**src/rtl/vco_tune_pkg.sv**
```systemverilog
package vco_tune_pkg;
  typedef enum logic [2:0] {
    ST_IDLE   = 3'd0,
    ST_SETTLE = 3'd1,
    ST_EVAL   = 3'd2,
    ST_LOCKED = 3'd3,
    ST_FAIL   = 3'd4
  } tune_state_e;
endpackage

```
**src/rtl/vtn_sync.sv**
```systemverilog
module vtn_sync #(
  parameter int W = 1
) (
  input  logic         clk,
  input  logic         rst_n,
  input  logic [W-1:0] d_i,
  output logic [W-1:0] q_o
);
  logic [W-1:0] meta_q;
  logic [W-1:0] sync_q;

  always_ff @(posedge clk or negedge rst_n) begin
    if (!rst_n) begin
      meta_q <= '0;
      sync_q <= '0;
    end else begin
      meta_q <= d_i;
      sync_q <= meta_q;
    end
  end

  assign q_o = sync_q;
endmodule

```
**src/rtl/vtn_lock_filter.sv**
```systemverilog
module vtn_lock_filter #(
  parameter int LOCK_CYCLES = 16
) (
  input  logic clk,
  input  logic rst_n,
  input  logic lock_s_i,
  output logic lock_ok_o
);
  localparam int CW = $clog2(LOCK_CYCLES + 1);
  localparam logic [CW-1:0] CNT_TOP = CW'(LOCK_CYCLES);

  logic [CW-1:0] cnt_q;
  logic [CW-1:0] cnt_d;
  logic          cnt_en;

  always_comb begin
    cnt_en = 1'b1;
    cnt_d  = cnt_q;
    if (!lock_s_i) begin
      cnt_d = '0;
    end else if (cnt_q != CNT_TOP) begin
      cnt_d = cnt_q + 1'b1;
    end else begin
      cnt_en = 1'b0;
    end
  end

  always_ff @(posedge clk or negedge rst_n) begin
    if (!rst_n) begin
      cnt_q <= '0;
    end else if (cnt_en) begin
      cnt_q <= cnt_d;
    end
  end

  assign lock_ok_o = (cnt_q == CNT_TOP);

  // acceptance needs the synchronized lock high on the cycle before
  p_lock_ok_r9: assert property (@(posedge clk) disable iff (!rst_n)
    lock_ok_o |-> $past(lock_s_i));
endmodule

```
**src/rtl/vtn_settle_timer.sv**
```systemverilog
module vtn_settle_timer #(
  parameter int SETTLE_CYCLES = 256
) (
  input  logic clk,
  input  logic rst_n,
  input  logic load_i,
  output logic expired_o
);
  localparam int TW = $clog2(SETTLE_CYCLES + 1);
  localparam logic [TW-1:0] LOAD_VAL = TW'(SETTLE_CYCLES - 1);

  logic [TW-1:0] tmr_q;
  logic [TW-1:0] tmr_d;
  logic          tmr_en;

  always_comb begin
    tmr_en = 1'b1;
    tmr_d  = tmr_q;
    if (load_i) begin
      tmr_d = LOAD_VAL;
    end else if (tmr_q != '0) begin
      tmr_d = tmr_q - 1'b1;
    end else begin
      tmr_en = 1'b0;
    end
  end

  always_ff @(posedge clk or negedge rst_n) begin
    if (!rst_n) begin
      tmr_q <= '0;
    end else if (tmr_en) begin
      tmr_q <= tmr_d;
    end
  end

  assign expired_o = (tmr_q == '0);

  // the timer only runs down or reloads, never jumps upward on its own
  p_timer_down_r5: assert property (@(posedge clk) disable iff (!rst_n)
    (!$past(load_i) && $past(tmr_q) != '0) |-> (tmr_q == $past(tmr_q) - 1'b1));
endmodule

```
**src/rtl/vco_band_tuner.sv**
```systemverilog
module vco_band_tuner
  import vco_tune_pkg::*;
#(
  parameter int BAND_W        = 3,
  parameter int BAND_RESET    = 4,
  parameter int SETTLE_CYCLES = 256,
  parameter int LOCK_CYCLES   = 16
) (
  input  logic              clk,
  input  logic              rst_n,
  input  logic              start_i,
  input  logic              cmp_hi_i,
  input  logic              cmp_lo_i,
  input  logic              lock_i,
  output logic [BAND_W-1:0] band_o,
  output logic              done_o,
  output logic              fail_o
);
  localparam logic [BAND_W-1:0] BAND_RST = BAND_W'(BAND_RESET);
  localparam logic [BAND_W-1:0] BAND_TOP = '1;
  localparam logic [BAND_W-1:0] BAND_BOT = '0;

  logic [2:0] raw_in;
  logic [2:0] sync_out;
  logic       hi_s;
  logic       lo_s;
  logic       lock_s;
  logic       lock_ok;
  logic       settle_load;
  logic       settle_done;

  tune_state_e       state_q;
  tune_state_e       state_d;
  logic [BAND_W-1:0] band_q;
  logic [BAND_W-1:0] band_d;
  logic              band_en;

  assign raw_in = {lock_i, cmp_lo_i, cmp_hi_i};

  vtn_sync #(.W(3)) u_sync (
    .clk   (clk),
    .rst_n (rst_n),
    .d_i   (raw_in),
    .q_o   (sync_out)
  );

  assign hi_s   = sync_out[0];
  assign lo_s   = sync_out[1];
  assign lock_s = sync_out[2];

  vtn_lock_filter #(.LOCK_CYCLES(LOCK_CYCLES)) u_lock (
    .clk       (clk),
    .rst_n     (rst_n),
    .lock_s_i  (lock_s),
    .lock_ok_o (lock_ok)
  );

  vtn_settle_timer #(.SETTLE_CYCLES(SETTLE_CYCLES)) u_settle (
    .clk       (clk),
    .rst_n     (rst_n),
    .load_i    (settle_load),
    .expired_o (settle_done)
  );

  // next-state and band decision
  always_comb begin
    state_d     = state_q;
    band_d      = band_q;
    band_en     = 1'b0;
    settle_load = 1'b0;
    unique case (state_q)
      ST_IDLE: begin
        state_d     = ST_SETTLE;
        settle_load = 1'b1;
      end
      ST_SETTLE: begin
        if (settle_done) state_d = ST_EVAL;
      end
      ST_EVAL: begin
        if (hi_s && lo_s) begin
          state_d     = ST_SETTLE;
          settle_load = 1'b1;
        end else if (hi_s) begin
          if (band_q == BAND_TOP) begin
            state_d = ST_FAIL;
          end else begin
            band_d      = band_q + 1'b1;
            band_en     = 1'b1;
            state_d     = ST_SETTLE;
            settle_load = 1'b1;
          end
        end else if (lo_s) begin
          if (band_q == BAND_BOT) begin
            state_d = ST_FAIL;
          end else begin
            band_d      = band_q - 1'b1;
            band_en     = 1'b1;
            state_d     = ST_SETTLE;
            settle_load = 1'b1;
          end
        end else if (lock_ok) begin
          state_d = ST_LOCKED;
        end
      end
      ST_LOCKED, ST_FAIL: begin
        if (start_i) begin
          band_d      = BAND_RST;
          band_en     = 1'b1;
          state_d     = ST_SETTLE;
          settle_load = 1'b1;
        end
      end
      default: begin
        state_d = ST_IDLE;
      end
    endcase
  end

  always_ff @(posedge clk or negedge rst_n) begin
    if (!rst_n) begin
      state_q <= ST_IDLE;
    end else begin
      state_q <= state_d;
    end
  end

  always_ff @(posedge clk or negedge rst_n) begin
    if (!rst_n) begin
      band_q <= BAND_RST;
    end else if (band_en) begin
      band_q <= band_d;
    end
  end

  assign band_o = band_q;
  assign done_o = (state_q == ST_LOCKED) || (state_q == ST_FAIL);
  assign fail_o = (state_q == ST_FAIL);

  // no band movement while the settle wait runs
  p_settle_hold_r5: assert property (@(posedge clk) disable iff (!rst_n)
    (state_q == ST_SETTLE && $past(state_q) == ST_SETTLE) |-> $stable(band_q));

  // the code never wraps across the range ends
  p_no_wrap_up_r6: assert property (@(posedge clk) disable iff (!rst_n)
    ($past(band_q) == BAND_TOP) |-> (band_q != BAND_BOT));
  p_no_wrap_dn_r6: assert property (@(posedge clk) disable iff (!rst_n)
    ($past(band_q) == BAND_BOT) |-> (band_q != BAND_TOP));

  // failure is only entered at a range end
  p_fail_at_end_r6: assert property (@(posedge clk) disable iff (!rst_n)
    $rose(state_q == ST_FAIL) |-> (band_q == BAND_TOP || band_q == BAND_BOT));

  // locked is only entered after the filter accepted lock
  p_lock_entry_r4: assert property (@(posedge clk) disable iff (!rst_n)
    (state_q == ST_LOCKED && $past(state_q) == ST_EVAL) |-> $past(lock_ok));

  // contradictory flags hold the band and re-enter the settle wait
  p_both_hold_r7: assert property (@(posedge clk) disable iff (!rst_n)
    (state_q == ST_EVAL && hi_s && lo_s) |=> ($stable(band_q) && state_q == ST_SETTLE));

  // locked state freezes the band until a start pulse
  p_locked_freeze_r8: assert property (@(posedge clk) disable iff (!rst_n)
    (state_q == ST_LOCKED && !start_i) |=> (state_q == ST_LOCKED && $stable(band_q)));
endmodule

```
**config.mk**
```make
export PLATFORM = sky130hd
export DESIGN_NAME = vco_band_tuner
export DESIGN_NICKNAME = d
export VERILOG_FILES = /design/src/rtl/vco_tune_pkg.sv /design/src/rtl/vtn_sync.sv /design/src/rtl/vtn_lock_filter.sv /design/src/rtl/vtn_settle_timer.sv /design/src/rtl/vco_band_tuner.sv
export SDC_FILE = /design/constraint.sdc
export NUM_CORES = 1
export LEC_CHECK = 0
export ABC_CLOCK_PERIOD_IN_PS = 1720
export BUFFER_PORTS_ARGS = -buffer_cell sky130_fd_sc_hd__buf_2
export CAP_MARGIN = 20
export CORE_MARGIN = 5
export CORE_UTILIZATION = 52
export CTS_CLUSTER_DIAMETER = 60
export CTS_CLUSTER_SIZE = 20
export DETAILED_ROUTE_END_ITERATION = 6
export PLACE_DENSITY = 0.76
export RECOVER_POWER = 25
export SYNTH_ARGS = -nofsm -noshare
export SYNTH_HDL_FRONTEND = slang
export SYNTH_SLANG_ARGS = --single-unit
```
**constraint.sdc**
```tcl
create_clock -name clk -period 1.72 [get_ports clk]
set_input_delay 0.086 -clock clk [delete_from_list [all_inputs] [get_ports clk]]
set_output_delay 0.086 -clock clk [all_outputs]
set_load 0.02 [all_outputs]
```
==> summary.txt, run 1 <==
Finish
  • Area Growth Syn to Fin: 22.63%
  • Multi-input combinational cell area: just under 700 sq um
  • Commonest non-fill, non-tap cell in the layout: dfrtp_1
  • Filler instances: ~200
  • Register area: 651.9 sq um
  • Fin area: around 1700 sq um
  • Layout Nets: 177
  • Layout cells sized above 1: 0.2711
  • Most frequent cells in the layout: 25 x dfrtp_1, 20 x buf_4, 15 x nand2_1
  • ANT cells: 0
  • Final instance count without filler cells: 196

CTS
  • Total CTS buffers: 3
  • H-tree depth: 1
  • Root Driver: clkbuf_4
  • Worst skew pair latency: 320 ps
  • Worst-case clock buffer depth: 2
  • Worst-path clk slew: ~140 ps
  • CTS tree: built
  • Num Clock Sinks: 26

Power and ir drop
  • Switching Share: 0.3032
  • Internal power: 0.0009741 W
  • Reg power frac: 0.535
  • Sw Pwr: about 0.00042 W
  • Lkg Pwr: 0.7375 nW
  • VDD IR max: 0.0008181 V
  • Share of total power in combinational logic: 0.273
  • Clock power frac: 0.192
  • PwrDens: around 840 nW/um^2

Floorplanning
  • Die Y: 61.14 microns
  • Row count: 18
  • Starting Density: 0.5440
  • Core area: 2500 sq um
  • Die width: between 60 and 70 microns
  • Die Area: 3738 sq um
  • Io pins: 11

Synth
  • Seq/Total Area, Yosys: 0.4793
  • Post-synth top area cell: dfrtp_1
  • Number of synthesized flops with an enable pin: 0
  • Ys Warns: 0
  • Synthesized flop and latch total: 26
  • Asr flop ratio synth: 1.000
  • Synth unique cells: between 40 and 50
  • Synth area leaders: dfrtp_1 46%, xnor2_1 4.5%, nand2_1 4.1%
  • Syn_nets: ~140
  • Synth Area per Inst: 10.23 sq um
  • Cells after Synth: 133
  • Cell area after synthesis: 1360 sq um
  • Post-synth top area share: 0.4600
  • Main flop type after synthesis: dfrtp_1

Routing
  • Detail-routed via count per cell: approximately 5.6
  • Post-route ant nets: 0
  • # DRC: 0
  • First drt pass iteration count: 4
  • DR iter-0 viols: 45
  • Via count: approximately 1100
  • Total Wirelength: 2653 microns
  • DR WL/cell: 13.54 microns

Setup path
  • Worst R2R Path Depth: 5
  • CP arrival: 2110 ps
  • WS Path Type: flop to flop
  • Worst setup startpoint: u_settle.tmr_q[6]
  • Required time of the critical path: 1940 ps
  • Reg-to-Reg End: state_q[0]
  • Crit path capture: state_q[0]
  • R2r setup slk: -170 ps
  • Startpoint types: flop
  • Reg-to-reg startpoint: u_settle.tmr_q[6]
  • Crit Path Max Fanout: 5
  • Endpoint class of the critical path: flop

STA
  • Worst-margin pin slew: 641.3 ps
  • Hold WS: 186.3 ps
  • Final hold violations: 0
  • Final Critical Period: between 1500 and 2000 ps
  • Post-route setup slack: -168.6 ps
  • Final Setup Violations: 8
  • Fin crit share: 1.098
  • RSZ-0062 raised after global routing: yes
  • Clock Skews: 7.233 ps
  • Max Freq: around 530 MHz
  • Relative slew margins: 0.5725
  • Pins Over Slew Limit: 0

Outcome
  • Status: complete, but fails checks
  • Failing checks: setup timing

Global route
  • GR Overflow Total: 0
  • Initial antenna violation count: 0
  • Largest net degree at the start of global routing: 27
  • GRT Overall Usage: 0.1716
  • Vias in the first global route: 1114
  • First-pass GRT wire length: a little under 5000 microns

Place
  • I/O Buffers: 10
  • Post-DP HPWL: 1949 microns
  • Area after DPL: 1559 sq um
  • Place WS: -156.9 ps
  • Placed cells: around 190
  • GP Congestion: between 0.8 and 0.9

Job
  • Max-capacitance violation count: 0

Min path
  • Type of the worst min-delay path: primary input to flop
-- what timing repair did --
| item | CTS | global route |
|---|---|---|
| gates resized for setup | 3 | 2 |
| pin swaps | 0 | 1 |
| cloned | 0 | 0 |
| endpoints found under the setup margin | 9 | 11 |
| hold endpoints to repair | 28 | 0 |
| setup buffers | 3 | 0 |
| hold buffers | 4 | 0 |
-- sequential cells by signal, indices dropped and copies added (netlist names) --
name	cells
band_o	3
u_lock.cnt_q	5
state_q	3
u_settle.tmr_q	9
u_sync.q_o	3
u_sync.meta_q	3
-- critical path, stage by stage, from the launching register on --
cell and delay [ps]:
dfrtp_1 410, or4_4 560, or4_4 480, nor2_4 100, o21bai_1 70, a21o_1 170
-- power groups by stage --
stage | Clock, W | Combinational, W | Sequential (W)
finish | 0.000268 | 0.000381 | 0.000748
global route | 0.000301 | 0.000441 | 0.000761
CTS | 0.000273 | 0.000385 | 0.000748
detailed placement | 0 | 0.000359 | 0.000757
global placement | 0 | 0.000340 | 0.000754
floorplan | 0 | 0.000217 | 0.000758
-- metal layers --
layer	GRT usage	wire length [microns]	vias to the layer above
met3	0.01887	101	2
met4	0.06502	16	0
met1	0.2359	1237	533
li1	-	-	534
met2	0.2795	1298	23
met5	0	0	-
-- worst min path at each step --
stage | endpoint | startpoint | slack (ps) | depth (start not counted)
6_report | state_q[2] | start_i | 190 | 4
5_1_grt | state_q[2] | start_i | 190 | 4
4_1_cts | state_q[2] | start_i | 180 | 4
3_5_place_dp | state_q[2] | rst_n | 110 | 1
3_3_place_gp | state_q[2] | rst_n | 110 | 1
2_1_floorplan | band_o[0] | rst_n | -210 | 0
-- Yosys cell counts (2+ instances only) --
cell	number
a21oi_1	2
and2_1	3
buf_2	2
clkbuf_1	3
dfrtp_1	25
ha_1	3
inv_1	7
nand2_1	15
nand2b_1	2
nand3_1	6
nor2_1	4
nor2b_1	7
nor3_1	4
nor3b_1	3
o21ai_0	6
o311a_1	2
o31ai_1	2
or3_1	2
or4_4	2
xnor2_1	7
xor2_1	2
-- cells by family after synthesis --
| kind of cell | synth area share |
|---|---|
| xor gates and xnor gates | 0.05796 |
| buffers and inverters | 0.03496 |
| AOI/OAI and AO/OA | 0.1362 |
| DFF | 0.4793 |
| muxes | 0.01564 |
| adders and majority gates | 0.04232 |
| and+or+nand+nor | 0.2337 |
-- metrics by stage --
stage	TNS (ps)	power, W	util
after global routing	-1419	0.001502	0.6672
after detailed placement	-405.3	0.001116	0.6236
final	-628.6	0.001398	0.6672
after CTS	-562.8	0.001405	0.6652
after floorplan	-530.9	0.0009753	-
after global placement	-195.2	0.001095	0.6236
-- cell type report --
cell class,instances,area share
multi-input cells,95,0.4111
repair buffers,34,0.1440
inverters,7,0.01575
well taps,30,0.02251
clock buffers,4,0.01575
flip-flops and latches,26,0.3908
No activity file was read; power rests on OpenSTA's default activity.
==> run 2, diff against run 1 <==
--- a/config.mk
+++ b/config.mk
@@ -18,3 +18,4 @@
 export SYNTH_ARGS = -nofsm -noshare
 export SYNTH_HDL_FRONTEND = slang
 export SYNTH_SLANG_ARGS = --single-unit
+export TNS_END_PERCENT = 1
==> summary.txt, run 2 (synthesis results as in run 1) <==
Outcome
  • Status: complete, but fails checks
  • Failing checks: setup timing

Place
  • I/O Buffers: 10 (unchanged)
  • Area after DPL: 1574 sq um (+0.96%)
  • Place WS: -203.0 ps (-46.07 ps)
  • Post-DP HPWL: 2076 microns (+6.5%)
  • GP Congestion: 0.9002 (+10%)

CTS
  • Root Driver: clkbuf_4
  • Total CTS buffers: 3 (unchanged)
  • Worst-case clock buffer depth: 2 (unchanged)
  • CTS tree: built
  • H-tree depth: 1 (unchanged)
  • Worst-path clk slew: 130 ps (about the same)
  • Num Clock Sinks: 26 (unchanged)
  • Worst skew pair latency: 310 ps (about the same)

Routing
  • DR WL/cell: 14.09 microns (+4.1%)
  • Via count: 1095 (+0.27%)
  • DR iter-0 viols: 94 (+110%)
  • First drt pass iteration count: 4 (unchanged)
  • Total Wirelength: 2789 microns (+5.1%)
  • Detail-routed via count per cell: 5.530 (-0.74%)
  • Post-route ant nets: 0 (unchanged)
  • # DRC: 0 (unchanged)

Floorplanning
  • Die Y: 61.14 microns (unchanged)
  • Row count: 18 (unchanged)
  • Core area: 2500 sq um (unchanged)
  • Io pins: 11 (unchanged)
  • Die Area: 3738 sq um (unchanged)
  • Die width: 61.14 microns (unchanged)
  • Starting Density: 0.5440 (unchanged)

Global route
  • Largest net degree at the start of global routing: 27 (unchanged)
  • Vias in the first global route: 1178 (+5.7%)
  • GR Overflow Total: 0 (unchanged)
  • First-pass GRT wire length: 5064 microns (+4.1%)
  • GRT Overall Usage: 0.1833 (+0.01169)
  • Initial antenna violation count: 0 (unchanged)

STA
  • Pins Over Slew Limit: 0 (unchanged)
  • Final Critical Period: 1875 ps (-13.20 ps)
  • Final hold violations: 0 (unchanged)
  • Fin crit share: 1.090 (-0.007677)
  • Worst-margin pin slew: 1325 ps (+683.8 ps)
  • Hold WS: 214.0 ps (+27.71 ps)
  • Final Setup Violations: 6 (-2)
  • Setup TNS: -287.9 ps (+340.7 ps)
  • Max Freq: 533.2 MHz (+0.70%)
  • Post-route setup slack: -155.4 ps (+13.20 ps)
  • Relative slew margins: 0.1166 (-0.4558)
  • Clock Skews: 4.680 ps (-2.553 ps)
  • RSZ-0062 raised after global routing: yes

Finish
  • Multi-input combinational cell area: 719.4 sq um (+4.9%)
  • Largest registers: u_settle.tmr_q: 9 flops, u_lock.cnt_q: 5 flops
  • Area Growth Syn to Fin: 28.43%
  • Commonest non-fill, non-tap cell in the layout: dfrtp_1
  • Register name with the most flops: u_settle.tmr_q
  • Register area: 653.1 sq um (+0.19%)
  • Layout Nets: 179 (+1.1%)
  • Layout cells sized above 1: 0.3155 (+0.04439)
  • ANT cells: 0 (unchanged)
  • Filler instances: 189 (-6.4%)
  • Max FFs per register: 9 (unchanged)
  • Most frequent cells in the layout: 24 x dfrtp_1, 21 x buf_4, 15 x nand2_1
  • Fin area: 1747 sq um (+4.7%)

Power and ir drop
  • PwrDens: 888.9 nW/um^2 (+6.1%)
  • Lkg Pwr: 0.7561 nW (+2.5%)
  • VDD IR max: 0.0006226 V (-24%)

Job
  • Max-capacitance violation count: 0 (unchanged)

Setup path
  • Endpoint class of the critical path: flop
  • WS Path Type: flop to flop
  • Crit Path Max Fanout: 4 (-1)
  • CP arrival: 2090 ps (-20 ps)
  • Required time of the critical path: 1940 ps (about the same)
  • Startpoint types: flop

Min path
  • Type of the worst min-delay path: primary input to flop
[run 2: routing by layer]
layer  GRT usage  vias up  wire length, microns  share of wire
met1      0.2286      521                  1156           0.41
li1            -      540                     -              -
met5           0        -                     0              0
met3     0.03354        6                   121          0.043
met4     0.08359        0                    56          0.020
met2      0.3082       28                  1455           0.52
[run 2: path summary, 6_finish.rpt]
| kind | endpoint | slack (ps) | cells after the start | start |
|---|---|---|---|---|
| max | state_q[0] | -160 | 5 | u_settle.tmr_q[3] |
| min | state_q[2] | 210 | 4 | start_i |
| max reg2reg | state_q[0] | -160 | 5 | u_settle.tmr_q[3] |
| min reg2reg | u_sync.q_o[0] | 370 | 0 | u_sync.meta_q[0] |
| max in group asynchronous | band_o[0] | 270 | 2 | rst_n |
| min in group asynchronous | u_sync.q_o[2] | 580 | 2 | rst_n |
[run 2: repair_timing]
item / CTS / global route
hold endpoints to repair: 28 / 0
pin swaps: 4 / 3
resized for setup: 7 / 8
buffers inserted: 2 / 1
endpoints found under the setup margin: 11 / 15
hold buffers: 4 / 0
[run 2: through the flow]
stage / total power (W) / instances / utilization
5_1_grt: 0.001665 / 198 / 0.6987
3_3_place_gp: 0.001102 / 187 / 0.6296
4_1_cts: 0.001563 / 197 / 0.6822
2_1_floorplan: 0.0009684 / 133 / -
3_5_place_dp: 0.001124 / 187 / 0.6296
6_report: 0.001553 / 198 / 0.6987
[run 2: area by class of cell]
class / instances / share of cell area
clock inverters: 1 / 0.01719
clock buffers: 3 / 0.01289
multi-input cells: 95 / 0.4119
repair buffers: 36 / 0.1476
well taps: 30 / 0.02149
flip-flops and latches: 26 / 0.3739
inverters: 7 / 0.01504
[run 2: critical path, cell delays in order (launching register included)]
cell,delay [ps]
dfrtp_1,400
or4_4,550
or4_4,470
nor2_4,130
o21bai_1,70
a21o_1,160
[run 2: report_power, final]
group          internal, W  switching (W)  total, W
clock             0.000235       0.000168  0.000404
sequential        0.000688      0.0000563  0.000744
combinational     0.000209       0.000196  0.000405
==> run 3, diff against run 2 <==
--- a/config.mk
+++ b/config.mk
@@ -7,13 +7,13 @@
 export LEC_CHECK = 0
 export ABC_CLOCK_PERIOD_IN_PS = 1720
 export BUFFER_PORTS_ARGS = -buffer_cell sky130_fd_sc_hd__buf_2
-export CAP_MARGIN = 20
 export CORE_MARGIN = 5
-export CORE_UTILIZATION = 52
+export CORE_UTILIZATION = 29
 export CTS_CLUSTER_DIAMETER = 60
 export CTS_CLUSTER_SIZE = 20
 export DETAILED_ROUTE_END_ITERATION = 6
-export PLACE_DENSITY = 0.76
+export GPL_TIMING_DRIVEN = 0
+export PLACE_DENSITY = 0.48
 export RECOVER_POWER = 25
 export SYNTH_ARGS = -nofsm -noshare
 export SYNTH_HDL_FRONTEND = slang
==> summary.txt, run 3 (synthesis results as in run 1) <==
Place
  • Post-DP HPWL: 1857 microns (-11%)
  • GP Congestion: 0.7931 (-12%)
  • I/O Buffers: 10 (unchanged)

Routing
  • DR iter-0 viols: 21 (-78%)
  • # DRC: 0 (unchanged)
  • Via count: 994 (-9.2%)
  • Detail-routed via count per cell: 4.849 (-12%)
  • First drt pass iteration count: 4 (unchanged)
  • Total Wirelength: 2508 microns (-10%)
  • Post-route ant nets: 0 (unchanged)
  • DR WL/cell: 12.23 microns (-13%)

CTS
  • H-tree depth: 1 (unchanged)
  • Total CTS buffers: 3 (unchanged)
  • Worst skew pair latency: 270 ps (-40 ps)
  • Worst-case clock buffer depth: 2 (unchanged)
  • Num Clock Sinks: 26 (unchanged)
  • Root Driver: clkbuf_8
  • CTS tree: built
  • Worst-path clk slew: 90 ps (-40 ps)

Setup path
  • CP arrival: 2080 ps (about the same)
  • Required time of the critical path: 1890 ps (-50 ps)
  • WS Path Type: flop to flop
  • Crit Path Max Fanout: 6 (+2)
  • Endpoint class of the critical path: flop
  • Startpoint types: flop

Power and ir drop
  • VDD IR max: 0.0003282 V (-47%)
  • Total Power: 0.001557 W (+0.30%)
  • PwrDens: 943.6 nW/um^2 (+6.2%)
  • Lkg Pwr: 0.6889 nW (-8.9%)

Floorplanning
  • Core area: 4629 sq um (+85%)
  • Row count: 25 (+7)
  • Starting Density: 0.2938 (-0.2503)
  • Die width: 78.48 microns (+28%)
  • Die Y: 78.48 microns (+28%)
  • Die Area: 6159 sq um (+65%)
  • Io pins: 11 (unchanged)

Finish
  • Register name with the most flops: u_settle.tmr_q
  • Layout cells sized above 1: 0.2450 (-0.07044)
  • Commonest non-fill, non-tap cell in the layout: dfrtp_1
  • Max FFs per register: 9 (unchanged)
  • Largest registers: u_settle.tmr_q: 9 flops, u_lock.cnt_q: 5 flops
  • Final Util: 0.3565 (-0.3422)
  • Filler instances: 469 (+150%)
  • Area Growth Syn to Fin: 21.34%
  • ANT cells: 0 (unchanged)
  • Layout Nets: 162 (-9.5%)
  • Most frequent cells in the layout: 23 x dfrtp_1, 15 x nand2_1, 10 x buf_2

Global route
  • GRT Overall Usage: 0.09311 (-0.09022)
  • Vias in the first global route: 1014 (-14%)
  • GR Overflow Total: 0 (unchanged)
  • Largest net degree at the start of global routing: 27 (unchanged)
  • First-pass GRT wire length: 4616 microns (-8.8%)
  • Initial antenna violation count: 0 (unchanged)

STA
  • Fin crit share: 1.109 (+0.01851)
  • Post-route setup slack: -187.3 ps (-31.84 ps)
  • Final Critical Period: 1907 ps (+31.84 ps)
  • Final hold violations: 0 (unchanged)
  • Pins Over Slew Limit: 0 (unchanged)
  • Relative slew margins: 0.5538 (+0.4372)
  • RSZ-0062 raised after global routing: yes
  • Final Setup Violations: 10 (+4)
  • Max Freq: 524.3 MHz (-1.7%)
  • Worst-margin pin slew: 659.8 ps (-665.3 ps)
  • Clock Skews: 4.060 ps (-0.6205 ps)

Job
  • Max-capacitance violation count: 0 (unchanged)

Outcome
  • Failing checks: setup timing
  • Status: complete, but fails checks

Min path
  • Type of the worst min-delay path: primary input to flop
-- run 3: cell count changes in the layout (fill, tap and decap cells not counted), sizes merged --
cell / delta
buf: -20
clkbuf: +3
-- run 3: worst paths after layout --
| path | slack [ps] | startpoint | depth (start not counted) | end |
|---|---|---|---|---|
| min reg2reg | 360 | u_sync.meta_q[1] | 0 | u_sync.q_o[1] |
| min | 230 | start_i | 4 | band_o[1] |
| max | -190 | u_settle.tmr_q[5] | 5 | state_q[0] |
| max in group asynchronous | 910 | rst_n | 2 | band_o[1] |
| max reg2reg | -190 | u_settle.tmr_q[5] | 5 | state_q[0] |
| min in group asynchronous | 350 | rst_n | 2 | state_q[1] |
-- run 3: worst max-delay path: stages (launching register included) --
cell and delay (ps):
dfrtp_1 390, or4_4 570, or4_4 480, nor2_4 110
o21bai_1 70, a21o_1 180
-- run 3: per-stage QoR --
step	area (sq um)	TNS (ps)	hold slack [ps]	setup WS, ps	instances
after global routing	1650	-1645	267.1	-255.4	205
after detailed placement	1493	-2440	124.0	-404.6	197
after CTS	1638	-682.7	230.7	-192.7	205
final	1650	-613.5	231.1	-187.3	205
after floorplan	1375	-1030	-209.6	-189.1	133
after global placement	1493	-2281	126.9	-345.7	197
-- run 3: per-layer routing --
metal | track usage | vias up | share of wire
li1 | - | 504 | -
met1 | 0.1191 | 476 | 0.48
met2 | 0.1473 | 8 | 0.47
met3 | 0.02523 | 6 | 0.030
met4 | 0.04021 | 0 | 0.020
met5 | 0 | - | 0
-- run 3: where the power goes --
part / total, W / internal [W] / switching, W
combinational: 0.000287 / 0.000143 / 0.000144
clock: 0.000507 / 0.000311 / 0.000195
sequential: 0.000764 / 0.000688 / 0.0000754
-- run 3: timing repair --
action,4_1_cts,5_1_grt
pin swaps,1,0
endpoints found under the setup margin,15,14
hold buffers,4,0
resized for setup,7,6
setup buffers,1,0
hold endpoints to repair,28,0
-- run 3: cell type report --
class                      count  area (sq um)  area share
tap                           54         67.56     0.04094
clock buffer                   3         41.29     0.02502
buffer                         4         33.78     0.02047
sequential                    26         654.4      0.3965
clock inverter                 1         30.03     0.01820
multi-input combinational     95         699.4      0.4238
timing repair buffer          15         97.59     0.05914
inverter                       7         26.28     0.01592
